[config.mk]
export PLATFORM = sky130hd
export DESIGN_NAME = ctr16_multimode
export DESIGN_NICKNAME = d
export VERILOG_FILES = /design/src/rtl/ctr16_pkg.sv /design/src/rtl/ctr16_insync.sv /design/src/rtl/ctr16_core.sv /design/src/rtl/ctr16_flags.sv /design/src/rtl/ctr16_multimode.sv
export SDC_FILE = /design/constraint.sdc
export NUM_CORES = 1
export LEC_CHECK = 0
export ABC_AREA = 1
export BUFFER_PORTS_ARGS = -buffer_cell sky130_fd_sc_hd__buf_4
export CORE_ASPECT_RATIO = 0.9
export CORE_MARGIN = 1.5
export CORE_UTILIZATION = 58
export CTS_BUF_LIST = sky130_fd_sc_hd__clkbuf_4 sky130_fd_sc_hd__clkbuf_8
export CTS_CLUSTER_SIZE = 25
export DETAILED_ROUTE_END_ITERATION = 10
export GPL_TIMING_DRIVEN = 0
export PLACE_DENSITY = 0.83
export SLEW_MARGIN = 20
export SYNTH_ARGS = -nofsm -noshare
export SYNTH_HDL_FRONTEND = slang
export SYNTH_HIERARCHICAL = 1
export SYNTH_SLANG_ARGS = --single-unit
[constraint.sdc]
create_clock -name clk -period 2.2 [get_ports clk]
set_input_delay 0.44 -clock clk [delete_from_list [all_inputs] [get_ports clk]]
set_output_delay 0.44 -clock clk [all_outputs]
set_load 0.005 [all_outputs]
[src/rtl/ctr16_pkg.sv]
package ctr16_pkg;
  typedef enum logic [1:0] {
    MODE_TIMER   = 2'd0,
    MODE_ONESHOT = 2'd1,
    MODE_EVENT   = 2'd2,
    MODE_MEASURE = 2'd3
  } ctr_mode_e;
endpackage

[src/rtl/ctr16_insync.sv]
module ctr16_insync #(
  parameter int STAGES = 2
) (
  input  logic clk,
  input  logic rst_n,
  input  logic pin_i,
  input  logic inv_i,
  output logic lvl_o,
  output logic rise_o,
  output logic fall_o
);
  logic [STAGES-1:0] sync_q, sync_d;
  logic              lvl_q;

  always_comb begin
    sync_d = {sync_q[STAGES-2:0], pin_i};
    lvl_o  = sync_q[STAGES-1] ^ inv_i;
    rise_o = lvl_o & ~lvl_q;
    fall_o = ~lvl_o & lvl_q;
  end

  always_ff @(posedge clk or negedge rst_n) begin
    if (!rst_n) begin
      sync_q <= '0;
      lvl_q  <= 1'b0;
    end else begin
      sync_q <= sync_d;
      lvl_q  <= lvl_o;
    end
  end


  rise_src_chk: assert property (@(posedge clk) disable iff (!rst_n)
    (rise_o && $stable(inv_i) && $past(rst_n, STAGES)) |-> ($past(pin_i, STAGES) ^ inv_i));
endmodule

[src/rtl/ctr16_core.sv]
module ctr16_core
  import ctr16_pkg::*;
#(
  parameter int WIDTH = 16
) (
  input  logic             clk,
  input  logic             rst_n,
  input  ctr_mode_e        mode_i,
  input  logic             tick_i,
  input  logic             edge_sel_i,
  input  logic             run_set_i,
  input  logic             run_clr_i,
  input  logic             reload_we_i,
  input  logic [WIDTH-1:0] reload_wd_i,
  input  logic             lvl_i,
  input  logic             rise_i,
  input  logic             fall_i,
  output logic [WIDTH-1:0] count_o,
  output logic [WIDTH-1:0] capture_o,
  output logic             run_o,
  output logic             term_o,
  output logic             mdone_o
);
  localparam logic [WIDTH-1:0] CNT_MAX = {WIDTH{1'b1}};

  logic [WIDTH-1:0] count_q, count_d, cap_q, cap_d, rel_q, rel_d;
  logic             run_q, run_d, step;

  always_comb begin
    step    = (mode_i == MODE_EVENT) ? (edge_sel_i ? fall_i : rise_i) : tick_i;
    run_d   = run_q;
    count_d = count_q;
    cap_d   = cap_q;
    rel_d   = reload_we_i ? reload_wd_i : rel_q;
    term_o  = 1'b0;
    mdone_o = 1'b0;
    if (run_clr_i) begin
      run_d = 1'b0;
    end else if (run_set_i) begin
      run_d   = 1'b1;
      count_d = (mode_i == MODE_MEASURE) ? '0 : rel_q;
    end else if (run_q) begin
      if (mode_i == MODE_MEASURE) begin
        if (fall_i) begin
          cap_d   = count_q;
          count_d = '0;
          mdone_o = 1'b1;
        end else if (lvl_i && tick_i && count_q != CNT_MAX) begin
          count_d = count_q + 1'b1;
        end
      end else if (step) begin
        if (count_q == '0) begin
          count_d = rel_q;
          term_o  = 1'b1;
          if (mode_i == MODE_ONESHOT) run_d = 1'b0;
        end else begin
          count_d = count_q - 1'b1;
        end
      end
    end
  end

  always_ff @(posedge clk or negedge rst_n) begin
    if (!rst_n) begin
      count_q <= '0;
      cap_q   <= '0;
      rel_q   <= '0;
      run_q   <= 1'b0;
    end else begin
      count_q <= count_d;
      cap_q   <= cap_d;
      rel_q   <= rel_d;
      run_q   <= run_d;
    end
  end

  assign count_o   = count_q;
  assign capture_o = cap_q;
  assign run_o     = run_q;


  idle_hold_chk: assert property (@(posedge clk) disable iff (!rst_n)
    (!run_q && !run_set_i) |=> $stable(count_q));

  oneshot_stop_chk: assert property (@(posedge clk) disable iff (!rst_n)
    (term_o && mode_i == MODE_ONESHOT) |=> !run_q);

  meas_latch_chk: assert property (@(posedge clk) disable iff (!rst_n)
    mdone_o |=> (count_q == '0 && cap_q == $past(count_q)));

  stop_prio_chk: assert property (@(posedge clk) disable iff (!rst_n)
    run_clr_i |=> (!run_q && $stable(count_q)));
endmodule

[src/rtl/ctr16_flags.sv]
module ctr16_flags (
  input  logic clk,
  input  logic rst_n,
  input  logic term_i,
  input  logic mdone_i,
  input  logic sts_clr_i,
  input  logic tgl_en_i,
  input  logic out_inv_i,
  output logic sts_o,
  output logic out_o
);
  logic sts_q, sts_d, tgl_q, tgl_d, set_ev;

  always_comb begin
    set_ev = term_i | mdone_i;
    if (set_ev)         sts_d = 1'b1;
    else if (sts_clr_i) sts_d = 1'b0;
    else                sts_d = sts_q;
    tgl_d = (term_i && tgl_en_i) ? ~tgl_q : tgl_q;
  end

  always_ff @(posedge clk or negedge rst_n) begin
    if (!rst_n) begin
      sts_q <= 1'b0;
      tgl_q <= 1'b0;
    end else begin
      sts_q <= sts_d;
      tgl_q <= tgl_d;
    end
  end

  assign sts_o = sts_q;
  assign out_o = tgl_q ^ out_inv_i;


  set_wins_chk: assert property (@(posedge clk) disable iff (!rst_n)
    set_ev |=> sts_q);

  w1c_chk: assert property (@(posedge clk) disable iff (!rst_n)
    (sts_clr_i && !set_ev) |=> !sts_q);

  tgl_flip_chk: assert property (@(posedge clk) disable iff (!rst_n)
    (term_i && tgl_en_i) |=> (tgl_q != $past(tgl_q)));
endmodule

[src/rtl/ctr16_multimode.sv]
module ctr16_multimode
  import ctr16_pkg::*;
#(
  parameter int WIDTH       = 16,
  parameter int SYNC_STAGES = 2
) (
  input  logic             clk,
  input  logic             rst_n,
  input  logic             tick_i,
  input  logic [1:0]       mode_i,
  input  logic             edge_sel_i,
  input  logic             in_inv_i,
  input  logic             out_inv_i,
  input  logic             tgl_en_i,
  input  logic             run_set_i,
  input  logic             run_clr_i,
  input  logic             reload_we_i,
  input  logic [WIDTH-1:0] reload_wd_i,
  input  logic             sts_clr_i,
  input  logic             ext_in_i,
  output logic             ext_out_o,
  output logic [WIDTH-1:0] count_o,
  output logic [WIDTH-1:0] capture_o,
  output logic             run_o,
  output logic             irq_o
);
  ctr_mode_e mode;
  logic      lvl, rise, fall, term, mdone;

  assign mode = ctr_mode_e'(mode_i);

  ctr16_insync #(.STAGES(SYNC_STAGES)) u_sync (
    .clk(clk), .rst_n(rst_n), .pin_i(ext_in_i), .inv_i(in_inv_i),
    .lvl_o(lvl), .rise_o(rise), .fall_o(fall)
  );

  ctr16_core #(.WIDTH(WIDTH)) u_core (
    .clk(clk), .rst_n(rst_n), .mode_i(mode), .tick_i(tick_i),
    .edge_sel_i(edge_sel_i), .run_set_i(run_set_i), .run_clr_i(run_clr_i),
    .reload_we_i(reload_we_i), .reload_wd_i(reload_wd_i),
    .lvl_i(lvl), .rise_i(rise), .fall_i(fall),
    .count_o(count_o), .capture_o(capture_o), .run_o(run_o),
    .term_o(term), .mdone_o(mdone)
  );

  ctr16_flags u_flags (
    .clk(clk), .rst_n(rst_n), .term_i(term), .mdone_i(mdone),
    .sts_clr_i(sts_clr_i), .tgl_en_i(tgl_en_i), .out_inv_i(out_inv_i),
    .sts_o(irq_o), .out_o(ext_out_o)
  );
endmodule

**Yosys cells after proc, flatten, opt, wreduce, memory -nomap -nowiden**

Cells that the tools add are included.

- Memories kept: 0
- Bits in writable memories: 0
- Memory bits (read-only): 0
- Output and inout bits: 35
- Bits in latches: 0
- Register bits after elaboration: 54

- Order comparisons: 0
- Bitwise operators: 10
- Equality and inequality tests: 5
- Shift-type cells: 0
- Multiply operators: 0
- Div/mod/pow operators: 0
- Reduce and logical (&&, ||, !) cells: 9
- Add/subtract/negate cells: 2
- Multiplexer cells: 30

Operator list:

| kind | number |
|---|---|
| two-way mux 16 bit | 8 |
| two-way mux 1 bit | 22 |
| adder 16 x 1 -> 16 bit, second input constant | 1 |
| zero test 16 bit | 1 |
| inequality test 16 bit, second input constant | 1 |
| subtractor 16 x 1 -> 16 bit, second input constant | 1 |
| inverter 1 bit | 5 |
| AND reduction 5 bit | 1 |
| equality test 2 bit, second input constant | 2 |
| inequality test 4 x 3 -> 1 bit, second input constant | 1 |
| AND reduction 4 bit | 1 |
| nonzero test 2 bit | 2 |
| logical AND 1 bit | 3 |
| nonzero test 3 bit | 1 |
| AND 1 bit | 2 |
| equality test 2 x 1 -> 1 bit, second input constant | 1 |
| XOR 1 bit | 2 |
| bitwise OR 1 bit | 1 |

**Longest topological paths before layout**

Gate-level depths: netlist (run 1).

- Depth after elaboration: 12
- Depth in mapped cells: 16
- Depth with buffers taken out: 15

**Hierarchy**

The synthesis (run 1) kept the hierarchy.

Modules (own cells, without submodules):

| module | seq. area each (um^2) | area an instance (um^2) | times used | cells each |
|---|---|---|---|---|
| ctr16_core | 1226.2 | 3365.7 | 1 | 469 |
| ctr16_insync | 75.1 | 121.4 | 1 | 14 |
| ctr16_flags | 50.0 | 97.6 | 1 | 14 |

**Worst setup path after synthesis (run 1)**

OpenSTA, ideal clock, no wires.

- Path kind: register to register
- Start: register u_core.count_q[0] (netlist: u_core/count_o[0])
- End: register u_flags.tgl_q
- Cell stages (with the launch flop): 12
- Arrival time: 1609 ps
- Setup slack: 474 ps
- Required time: 2083 ps
- Path through: dfrtp_1 -> inv_2 -> ha_1 -> inv_1 -> nor2_1 -> nand2_1 -> nor2_4 -> nand2_4 -> nor4_1 -> nand2_1 -> nand2_1 -> nand2_1

- Longest elaborated chain between the ends: 8

RTL lines:

| what | line | text |
|---|---|---|
| start: declaration | ctr16_core.sv:26 | `logic [WIDTH-1:0] count_q, count_d, cap_q, cap_d, rel_q, rel_d;` |
| start signal: assignment | ctr16_core.sv:70 | `count_q <= count_d;` |
| zero test 16 bit | ctr16_core.sv:52 | `if (count_q == '0) begin` |
| two-way mux 1 bit | ctr16_core.sv:52 |  |
| two-way mux 1 bit | ctr16_core.sv:51 | `end else if (step) begin` |
| two-way mux 1 bit | ctr16_core.sv:43 | `if (mode_i == MODE_MEASURE) begin` |
| two-way mux 1 bit | ctr16_core.sv:42 | `end else if (run_q) begin` |
| two-way mux 1 bit | ctr16_core.sv:39 | `end else if (run_set_i) begin` |
| two-way mux 1 bit | ctr16_core.sv:37 | `if (run_clr_i) begin` |
| net term | ctr16_multimode.sv:28 | `logic lvl, rise, fall, term, mdone;` |
| logical AND 1 bit | ctr16_flags.sv:19 | `tgl_d = (term_i && tgl_en_i) ? ~tgl_q : tgl_q;` |
| end signal: assignment | ctr16_flags.sv:28 | `tgl_q <= tgl_d;` |
| end: declaration | ctr16_flags.sv:12 | `logic sts_q, sts_d, tgl_q, tgl_d, set_ev;` |

The timed path passes the listed nets, and every way through them passes these cells.
A chain may end at the register's enable or synchronous reset.

**Worst setup path in the final report (run 1)**

- Start: register u_core.count_q[1] (netlist: u_core/count_o[1])
- End: register u_core.count_q[7] (netlist: u_core/count_o[7])

- Longest elaborated chain between the ends: 6
- Elaborated cells on any way between the ends: 14
- Those cells by class: add/sub (2); eq/ne (2); mux (7); reduce/logical (3)

RTL lines:

| what | line | text |
|---|---|---|
| subtractor 16 x 1 -> 16 bit, or another cell as far along | ctr16_core.sv:57 | `count_d = count_q - 1'b1;` |
| two-way mux 16 bit, on equally long branches | ctr16_core.sv:52, ctr16_core.sv:48 |  |
| two-way mux 16 bit, on equally long branches | ctr16_core.sv:51, ctr16_core.sv:44 |  |
| two-way mux 16 bit | ctr16_core.sv:43 |  |
| two-way mux 16 bit | ctr16_core.sv:42 |  |
| two-way mux 16 bit | ctr16_core.sv:39 |  |

Several ways; a longest one is shown, not always the timed one. The select of a mux whose other input is x is not followed.

==> results of run 1 <==
-- stage by stage --
stage	cell area (um2)	total power, mW	hold WS (ps)	utilization
final	4250	3.48	160	0.731
after floorplan	3580	2.31	144	-
after global routing	4250	3.71	225	0.731
after CTS	4250	3.45	199	0.729
after detailed placement	4150	2.86	338	0.713
after global placement	4150	2.84	345	0.713
-- metal layers --
layer / share of wire / global-route usage
met1: 0.46 / 0.424
met2: 0.46 / 0.491
met3: 0.078 / 0.0489
met4: 0.010 / 0.0581
met5: 0 / 0
-- layout by cell type, fill, tap and decap left out, drive strengths merged --
cell,n
nand2,182
buf,75
dfrtp,54
nand3,51
nor2,50
o21ai,49
inv,48
clkbuf,12
mux2,11
a21oi,7
xor2,7
nand4,4
ha,3
nor3,3
o22ai,2
xnor2,2
o21bai,2
clkinv,1
o31ai,1
nor4,1
dlymetal6s2s,1
nand3b,1
dlygate4sd1,1
o211ai,1
-- power breakdown --
part           switching [mW]  internal [mW]
logic                   0.931          0.630
registers               0.184           1.15
clock network           0.320          0.267
-- how the worst max path moves through the flow --
stage / cells after the start / start / slack [ps] / endpoint
floorplan: 11 / u_core/count_o[0] / 470 / u_flags/tgl_q
global placement: 11 / u_core/count_o[1] / 180 / u_flags/tgl_q
detailed placement: 11 / u_core/count_o[0] / 180 / u_flags/tgl_q
CTS: 11 / u_core/count_o[0] / 160 / u_flags/tgl_q
global route: 14 / u_core/count_o[0] / 7 / u_core/count_o[7]
finish: 14 / u_core/count_o[1] / 120 / u_core/count_o[7]
-- what timing repair did --
action,4_1_cts,5_1_grt
endpoints found under the setup margin,0,1
hold endpoints to repair,0,0
hold buffers,0,0
resized for setup,0,1
-- area by class of cell --
cell class	instances	area (um2)	share of cell area
Multi-Input combinational cell	377	1890	0.444
Clock buffer	7	90.1	0.0212
Inverter	48	180	0.0424
Sequential cell	54	1350	0.318
Timing Repair Buffer	64	480	0.113
Buffer	18	173	0.0406
Tap cell	70	87.6	0.0206
Clock inverter	1	5.00	0.00118
-- cell families after synthesis --
| family | after synthesis | share of synthesized area |
|---|---|---|
| AOI/OAI and AO/OA | 62 | 0.102 |
| xor gates and xnor gates | 9 | 0.0220 |
| DFF | 54 | 0.377 |
| adders and majority gates | 3 | 0.0105 |
| and+or+nand+nor | 292 | 0.356 |
| buffers and inverters | 66 | 0.0984 |
| muxes | 11 | 0.0346 |
-- flip-flops by register name, indices dropped and copies added (netlist names) --
signal and cells:
u_core/capture_o 16, u_core/count_o 16, u_core/rel_q 16, u_sync/sync_q 2, u_core/run_o 1, u_flags/sts_o 1
u_flags/tgl_q 1, u_sync/lvl_q 1
-- critical path, delay by kind of cell (launching register included) --
kind            cells  cell delay, ps
buf+inv             3             330
flops               1             440
simple gates        8             800
compound gates      2             140
fa+ha+maj           1             250
==> results by group, run 1 <==
Run status
  – Status: finished clean

Power
  – Worst ir drop on vdd: 0.571 mV
  – LEAKAGE: 2.18 nW
  – Power per cell area: 818 nW/um2

Setup path
  – Reg2Reg Setup Slack: 120 ps
  – CP Max Fanout: 10
  – Critical-path cell list: inv_1, ha_1, inv_1, nor2_1, nand2_1, nor2_4, nand2_4, nand2_4, buf_12, nand2_1, o21ai_0, nand2_1, nand3_1, o21ai_2
  – CP arrival: 2270 ps
  – Worst path max stage delay: 440 ps
  – Worst flop-to-flop path endpoint: u_core/count_o[7]
  – Critical path type: reg2reg
  – CP Launch Type: flip-flop
  – R2r worst-path depth: 14
  – Slowest CP cell: dfrtp_1
  – R2r startpoint: u_core/count_o[1]
  – Most numerous cell on the critical path: nand2_1
  – Worst endpoint required time: 2400 ps
  – CP Capture Type: flip-flop

STA
  – Slew @ Worst Pin: 680 ps
  – Final hold vios: 0
  – Setup TNS: 0 ps
  – Final Critical Period: 2080 ps
  – Setup slack after layout: 124 ps
  – RSZ-0062 raised after global routing: false
  – Max_slew headroom: 0.547
  – Fmax: 482 MHz
  – Period utilisation layout: 0.944
  – Clock skew: 5.43 ps
  – Finish-stage setup viols: 0
  – Max-slew violations: 0

Clock network
  – Setup bufs post-CTS: 0
  – CTS Root Cell: clkbuf_8
  – H-tree Lvls: 2
  – Clock sink count: 54
  – Worst-Skew Late Latency: 300 ps
  – CTS Buf Count: 5
  – CTS tree: built
  – CTS clock-pin slew for the worst setup and hold paths: 100 ps
  – Clk buf depth: 2

Layout
  – N_diodes: 0
  – Fillers: 500
  – Non-Filler Instances: 639
  – Final net count: 601
  – Share of cells above drive strength 1: 0.236
  – Synth-to-layout area growth: 18.7%

Logic synthesis
  – Area leader, netlist: dfrtp_1
  – Mapped Area: 3580 um2
  – Ys flop type: dfrtp_1
  – Top cells by count, synth: nand2_1, dfrtp_1, nand3_1
  – Post-synth ARST share: 1.00
  – Mapped Nets: 530
  – Synth Register Bits: 54
  – Most frequent cell after synthesis: nand2_1
  – EDFF count, synth: 0
  – Cells after synthesis: 497
  – Synth top area cells: dfrtp_1, nand2_1, nand3_1
  – Area share of the largest cell type after synthesis: 0.377
  – Sequential area share after synthesis: 0.377
  – Synth cell types: 37
  – YS warnings: 6
  – Synthesized area per cell: 7.21 um2

Floorplan
  – Die height: 77.6 um
  – Std cell rows: 26
  – Full die area: 6660 um2
  – Die X-Extent: 85.9 um
  – Starting density of the core: 0.616
  – Core box area: 5820 um2
  – I/O Pins: 65

Placed design
  – Port Buf Inserts: 64
  – Post-placement cell count: 631
  – Pre-CTS WS: 177 ps
  – Placer Congestion: 0.938
  – Detail Placement HPWL: 7250 um

Routing
  – DRT iter0 DRCs: 314
  – Vias per inst: 5.57
  – DRC: 0
  – Vias: 3560
  – Wire per inst: 14.8 um
  – Antenna Violating Nets Remaining: 0
  – 1st-pass router iterations: 5
  – Post-Route WL: 9470 um

Flow run
  – # Max-Cap Violations: 0

Global route
  – Largest net degree at the start of global routing: 55
  – First-pass GRT wire length: 15900 um
  – Number of global-route vias before repair: 3364
  – Grt total ovfl: 0
  – Initial antenna violation count: 0
  – Total GRT Usage: 0.301

Worst hold path
  – HP Class: in2async
Note: power is estimated with default switching activity, not from simulation.
==> run 2: changes to the inputs <==
--- a/config.mk
+++ b/config.mk
@@ -9,12 +9,12 @@
 export BUFFER_PORTS_ARGS = -buffer_cell sky130_fd_sc_hd__buf_4
 export CORE_ASPECT_RATIO = 0.9
 export CORE_MARGIN = 1.5
-export CORE_UTILIZATION = 58
+export CORE_UTILIZATION = 52
 export CTS_BUF_LIST = sky130_fd_sc_hd__clkbuf_4 sky130_fd_sc_hd__clkbuf_8
 export CTS_CLUSTER_SIZE = 25
 export DETAILED_ROUTE_END_ITERATION = 10
 export GPL_TIMING_DRIVEN = 0
-export PLACE_DENSITY = 0.83
+export PLACE_DENSITY = 0.78
 export SLEW_MARGIN = 20
 export SYNTH_ARGS = -nofsm -noshare
 export SYNTH_HDL_FRONTEND = slang
==> constraint.sdc (replaced) <==
create_clock -name clk -period 1.9 [get_ports clk]
set_input_delay 0.38 -clock clk [delete_from_list [all_inputs] [get_ports clk]]
set_output_delay 0.38 -clock clk [all_outputs]
set_load 0.005 [all_outputs]
==> run 2 against run 1 <==
The flow now finishes with violations (setup timing). First-iteration DRC count is 1.6% higher. Cell area grew 10%. Sequential cell count unchanged. Clock power up 20%. Critical path depth shrank 2. Routed wire length rose by 12%. Largest cell class unchanged. Highest routed layer unchanged.
==> results by group, run 2 (synthesis gave the netlist of run 1 again) <==
Routing
  – Post-Route WL: 10600 um (+12%)
  – Vias: 3708 (+4.2%)
  – 1st-pass router iterations: 7 (+2)
  – DRC: 0 (unchanged)
  – DRT iter0 DRCs: 319 (+1.6%)
  – Wire per inst: 15.6 um (+5.2%)
  – Antenna Violating Nets Remaining: 0 (unchanged)
  – Vias per inst: 5.44 (-2.3%)

Floorplan
  – Die height: 81.8 um (+5.4%)
  – Std cell rows: 28 (+7.7%)
  – Starting density of the core: 0.541 (-0.0742)
  – I/O Pins: 65 (unchanged)
  – Full die area: 7400 um2 (+11%)
  – Core box area: 6620 um2 (+14%)
  – Die X-Extent: 90.5 um (+5.4%)

Setup path
  – CP top delay family: simple AND/OR/NAND/NOR gates
  – Worst endpoint required time: 2100 ps (-300 ps)
  – Worst path max stage delay: 420 ps (-20 ps)
  – CP Launch Type: flip-flop
  – CP arrival: 2100 ps (-170 ps)
  – Critical-path cell list: inv_2, ha_4, inv_2, nor2_4, nand2_2, nor2_4, nand2_4, buf_4, nor4_2, nand2_1, nand2_1, nand2_1
  – Worst path bufs/invs: 3 (unchanged)
  – Slowest CP cell: dfrtp_1
  – Most numerous cell on the critical path: nand2_1
  – Critical path type: reg2reg
  – CP Capture Type: flip-flop
  – CP Max Fanout: 5 (-5)

Power
  – Internal: 2.58 mW (+26%)
  – Switching power: 1.82 mW (+27%)
  – Logic gate share of total power: 0.487 (+0.038)
  – Switching Share: 0.414 (+0.00199)
  – Power share of the clock group: 0.160 (-0.009)
  – Power per cell area: 938 nW/um2 (+15%)
  – LEAKAGE: 2.34 nW (+7.4%)
  – Worst ir drop on vdd: 0.530 mV (-7.3%)
  – Sequential Power Share: 0.353 (-0.030)

Global route
  – Grt total ovfl: 0 (unchanged)
  – Total GRT Usage: 0.281 (-0.0198)
  – Number of global-route vias before repair: 3371 (+0.21%)
  – Initial antenna violation count: 0 (unchanged)
  – Largest net degree at the start of global routing: 55 (unchanged)
  – First-pass GRT wire length: 16300 um (+2.3%)

Placed design
  – Post-placement cell count: 651 (+3.2%)
  – Port Buf Inserts: 64 (unchanged)
  – Detail Placement HPWL: 7700 um (+6.2%)
  – Placer Congestion: 0.918 (-2.2%)

Clock network
  – H-tree Lvls: 2 (unchanged)
  – CTS clock-pin slew for the worst setup and hold paths: 100 ps (about the same)
  – CTS tree: built
  – CTS Buf Count: 5 (unchanged)
  – CTS Root Cell: clkbuf_8
  – Clock sink count: 54 (unchanged)
  – Worst-Skew Late Latency: 300 ps (about the same)
  – Clk buf depth: 2 (unchanged)

STA
  – Slew @ Worst Pin: 677 ps (-3.00 ps)
  – Period utilisation layout: 1.00 (+0.0584)
  – Setup TNS: -3.75 ps (-3.75 ps)
  – Finish-stage setup viols: 1 (+1)
  – Final Critical Period: 1900 ps (-172 ps)
  – Clock skew: 12.8 ps (+7.34 ps)
  – Max-slew violations: 0 (unchanged)
  – Setup slack after layout: -3.75 ps (-128 ps)
  – Final hold vios: 0 (unchanged)
  – Max_slew headroom: 0.549 (+0.00200)
  – Fmax: 525 MHz (+9.0%)
  – RSZ-0062 raised after global routing: true

Layout
  – Final net count: 623 (+3.7%)
  – Non-Filler Instances: 681 (+6.6%)
  – Area taken by multi-input logic gates: 2060 um2 (+9.0%)
  – Most frequent cells in the layout: nand2_1, buf_4, dfrtp_1
  – N_diodes: 0 (unchanged)
  – Most common cell after layout, fill and taps aside: nand2_1
  – Share of cells above drive strength 1: 0.323 (+0.0877)
  – Fillers: 568 (+14%)
  – Synth-to-layout area growth: 30.8%
  – FF/Latch Area: 1350 um2 (+0.19%)

Run status
  – Failing checks: setup timing
  – Status: finished with violations

Flow run
  – # Max-Cap Violations: 0 (unchanged)

Worst hold path
  – HP Class: in2async
==> run 2: cell type report <==
type | instances | share of cell area
well taps | 90 | 0.0240
repair buffers | 86 | 0.149
clock buffers | 7 | 0.0205
inverters | 48 | 0.0390
flip-flops and latches | 54 | 0.289
multi-input cells | 377 | 0.438
clock inverters | 1 | 0.00187
plain buffers | 18 | 0.0390
==> run 2: path summary, 6_finish.rpt <==
path | startpoint | end | slack, ps | cells past startpoint
min reg2reg | u_sync/sync_q[0] | u_sync/sync_q[1] | 360 | 0
max in group asynchronous | rst_n | u_core/count_o[13] | 1300 | 1
min in group clk | ext_in_i | u_sync/sync_q[0] | 180 | 1
max | u_core/count_o[1] | u_flags/tgl_q | -4 | 12
min | rst_n | u_core/capture_o[0] | 110 | 1
max reg2reg | u_core/count_o[1] | u_flags/tgl_q | -4 | 12
==> run 2: what timing repair did <==
action                                  CTS  global route
endpoints found under the setup margin   16            29
cloned                                    0             2
hold buffers                              0             0
pin swaps                                 1            17
buffers inserted                          8            12
resized for setup                         5            52
==> run 2: routing by layer <==
metal,vias up,part of all wire,GRT usage
met5,-,0,0
met4,0,0.019,0.0952
met3,20,0.071,0.0472
met2,178,0.48,0.458
met1,1735,0.43,0.382
li1,1775,-,-
==> run 2: power groups by stage <==
stage	combinational [mW]	clock, mW	sequential (mW)
final	2.14	0.705	1.55
after global routing	2.33	0.765	1.58
after global placement	1.75	0	1.56
after detailed placement	1.77	0	1.57
after CTS	1.86	0.720	1.54
after floorplan	1.15	0	1.52
==> run 2: stage by stage <==
stage,utilization,setup slack (ps),instance area [um2],hold slack (ps),total power [mW]
4_1_cts,0.659,1.82,4360,138,4.13
3_5_place_dp,0.631,-164,4180,340,3.34
5_1_grt,0.708,-122,4690,159,4.67
6_report,0.708,-3.75,4690,109,4.40
2_1_floorplan,-,174,3580,84.4,2.68
3_3_place_gp,0.631,-159,4180,339,3.31
==> run 3: changes to the inputs <==
--- a/config.mk
+++ b/config.mk
@@ -7,14 +7,13 @@
 export LEC_CHECK = 0
 export ABC_AREA = 1
 export BUFFER_PORTS_ARGS = -buffer_cell sky130_fd_sc_hd__buf_4
-export CORE_ASPECT_RATIO = 0.9
 export CORE_MARGIN = 1.5
-export CORE_UTILIZATION = 52
+export CORE_UTILIZATION = 63
 export CTS_BUF_LIST = sky130_fd_sc_hd__clkbuf_4 sky130_fd_sc_hd__clkbuf_8
 export CTS_CLUSTER_SIZE = 25
 export DETAILED_ROUTE_END_ITERATION = 10
 export GPL_TIMING_DRIVEN = 0
-export PLACE_DENSITY = 0.78
+export PLACE_DENSITY = 0.89
 export SLEW_MARGIN = 20
 export SYNTH_ARGS = -nofsm -noshare
 export SYNTH_HDL_FRONTEND = slang
==> constraint.sdc (replaced) <==
create_clock -name clk -period 2.2 [get_ports clk]
set_input_delay 0.44 -clock clk [delete_from_list [all_inputs] [get_ports clk]]
set_output_delay 0.44 -clock clk [all_outputs]
set_load 0.005 [all_outputs]
==> run 3 against run 2 <==
The flow now finishes without violations. Via count down 0.73%. Core utilization up 7.2 points. Hold slack better by 48 ps. Cell count down 5.7%. Largest cell class unchanged. Highest routed layer unchanged.
==> results by group, run 3 (synthesis gave the netlist of run 1 again) <==
Clock network
  – Worst-Skew Late Latency: 310 ps (about the same)
  – Clock sink count: 54 (unchanged)
  – CTS clock-pin slew for the worst setup and hold paths: 100 ps (about the same)
  – CTS tree: built
  – Clk buf depth: 2 (unchanged)
  – CTS Root Cell: clkbuf_8
  – Hold-fix buffers, CTS: 0 (unchanged)
  – CTS Buf Count: 5 (unchanged)
  – H-tree Lvls: 2 (unchanged)

Global route
  – Total GRT Usage: 0.354 (+0.0729)
  – First-pass GRT wire length: 16800 um (+3.1%)
  – Grt total ovfl: 0 (unchanged)
  – Largest net degree at the start of global routing: 55 (unchanged)
  – Number of global-route vias before repair: 3596 (+6.7%)
  – Initial antenna violation count: 0 (unchanged)

Routing
  – Vias: 3681 (-0.73%)
  – DRC: 0 (unchanged)
  – DRT iter0 DRCs: 473 (+48%)
  – Vias per inst: 5.73 (+5.3%)
  – 1st-pass router iterations: 6 (-1)
  – Wire per inst: 16.0 um (+2.5%)
  – Post-Route WL: 10300 um (-3.4%)
  – Antenna Violating Nets Remaining: 0 (unchanged)

Setup path
  – Worst path max stage delay: 440 ps (+20 ps)
  – Most numerous cell on the critical path: nand2_1
  – Worst endpoint required time: 2410 ps (+310 ps)
  – CP Max Fanout: 10 (+5)
  – CP top delay family: simple AND/OR/NAND/NOR gates
  – Slowest CP cell: dfrtp_2
  – Critical path type: reg2reg
  – Critical-path cell list: inv_4, ha_2, inv_1, nor2_2, nand2_1, nor2_4, nand2_4, nand2_4, buf_12, o21ai_0, nand2_1, nand3_1, nand3_1, nand2_1
  – CP Capture Type: flip-flop
  – CP Launch Type: flip-flop
  – CP arrival: 2230 ps (+130 ps)
  – Worst path bufs/invs: 3 (unchanged)

STA
  – Max_slew headroom: 0.544 (-0.00523)
  – RSZ-0062 raised after global routing: false
  – Fmax: 495 MHz (-5.8%)
  – Finish-stage setup viols: 0 (-1)
  – Clock skew: 9.01 ps (-3.76 ps)
  – Slew @ Worst Pin: 684 ps (+7.85 ps)
  – Setup slack after layout: 179 ps (+183 ps)
  – Max-slew violations: 0 (unchanged)
  – Final Critical Period: 2020 ps (+117 ps)
  – Period utilisation layout: 0.918 (-0.0835)
  – Setup TNS: 0 ps (+3.75 ps)
  – Final hold vios: 0 (unchanged)

Placed design
  – Detail Placement HPWL: 7780 um (+1.0%)
  – Port Buf Inserts: 64 (unchanged)
  – Post-placement cell area: 4160 um2 (-0.54%)
  – Placer Congestion: 0.975 (+6.2%)
  – Pre-CTS WS: 156 ps (+320 ps)

Floorplan
  – Starting density of the core: 0.651 (+0.110)
  – Core box area: 5510 um2 (-17%)
  – Die X-Extent: 78.4 um (-13%)
  – Std cell rows: 27 (-3.6%)
  – Die height: 78.4 um (-4.1%)
  – Full die area: 6150 um2 (-17%)
  – I/O Pins: 65 (unchanged)

Flow run
  – # Max-Cap Violations: 0 (unchanged)

Layout
  – Share of cells above drive strength 1: 0.244 (-0.0793)
  – Final net count: 603 (-3.2%)
  – Post-route cell area: 4300 um2 (-8.4%)
  – Most common cell after layout, fill and taps aside: nand2_1
  – Most frequent cells in the layout: nand2_1, buf_4, dfrtp_1
  – Fillers: 419 (-26%)
  – N_diodes: 0 (unchanged)
  – Synth-to-layout area growth: 19.9%

Worst hold path
  – HP Class: in2async

Power
  – Power per cell area: 841 nW/um2 (-10%)
  – LEAKAGE: 2.20 nW (-6.4%)
  – Worst ir drop on vdd: 0.473 mV (-11%)

Run status
  – Status: finished clean
## run 3: cell types whose count changed in the layout (fill, tap and decap cells not counted), sizes merged
cell    previous run  this run
buf               95        77
bufinv             0         1
clkbuf            14        11
clkinv             1         0
## run 3: final timing paths
| path | depth (start not counted) | startpoint | endpoint | slack [ps] |
|---|---|---|---|---|
| min in group clk | 1 | ext_in_i | u_sync/sync_q[0] | 230 |
| hold reg to reg | 0 | u_sync/sync_q[0] | u_sync/sync_q[1] | 370 |
| setup / recovery | 14 | u_core/count_o[0] | u_core/count_o[12] | 180 |
| setup reg to reg | 14 | u_core/count_o[0] | u_core/count_o[12] | 180 |
| max in group asynchronous | 1 | rst_n | u_core/count_o[0] | 1560 |
| hold / removal | 1 | rst_n | u_core/capture_o[1] | 160 |
## run 3: report_power, final
group | switching (mW) | internal [mW]
combinational | 0.937 | 0.642
sequential | 0.194 | 1.15
clock | 0.328 | 0.365
## run 3: cell type report
class | instances | area, um2 | area share
Buffer | 18 | 173 | 0.0402
Clock buffer | 6 | 82.6 | 0.0192
Clock inverter | 1 | 30.0 | 0.00699
Inverter | 48 | 183 | 0.0425
Multi-Input combinational cell | 377 | 1890 | 0.440
Sequential cell | 54 | 1350 | 0.315
Tap cell | 72 | 90.1 | 0.0210
Timing Repair Buffer | 66 | 495 | 0.115
## run 3: worst reg2reg max path: cells and delay by family, from the launching register on
kind	cells	cell delay [ps]
DFF	1	440
adders and majority gates	1	200
and+or+nand+nor	9	890
AOI/OAI and AO/OA	1	120
buffers and inverters	3	290
## run 3: metal layers
layer  global-route usage  wire length (um)  up-vias
met2                0.594              4840      209
met5                    0                 0        -
met3               0.0547               953       24
met4                0.148               254        0
met1                0.455              4200     1718
li1                     -                 -     1730
## run 3: timing repair
| item | 4_1_cts | 5_1_grt |
|---|---|---|
| setup endpoints to repair | 0 | 7 |
| gates resized for setup | 0 | 6 |
| setup buffers | 0 | 2 |
## run 3: stage by stage
| step | hold slack, ps | utilization | instances | total power [mW] |
|---|---|---|---|---|
| 2_1_floorplan | 144 | - | 497 | 2.31 |
| 4_1_cts | 192 | 0.775 | 640 | 3.56 |
| 3_3_place_gp | 344 | 0.755 | 633 | 2.83 |
| 6_report | 158 | 0.781 | 642 | 3.61 |
| 3_5_place_dp | 336 | 0.755 | 633 | 2.87 |
| 5_1_grt | 221 | 0.781 | 642 | 3.83 |
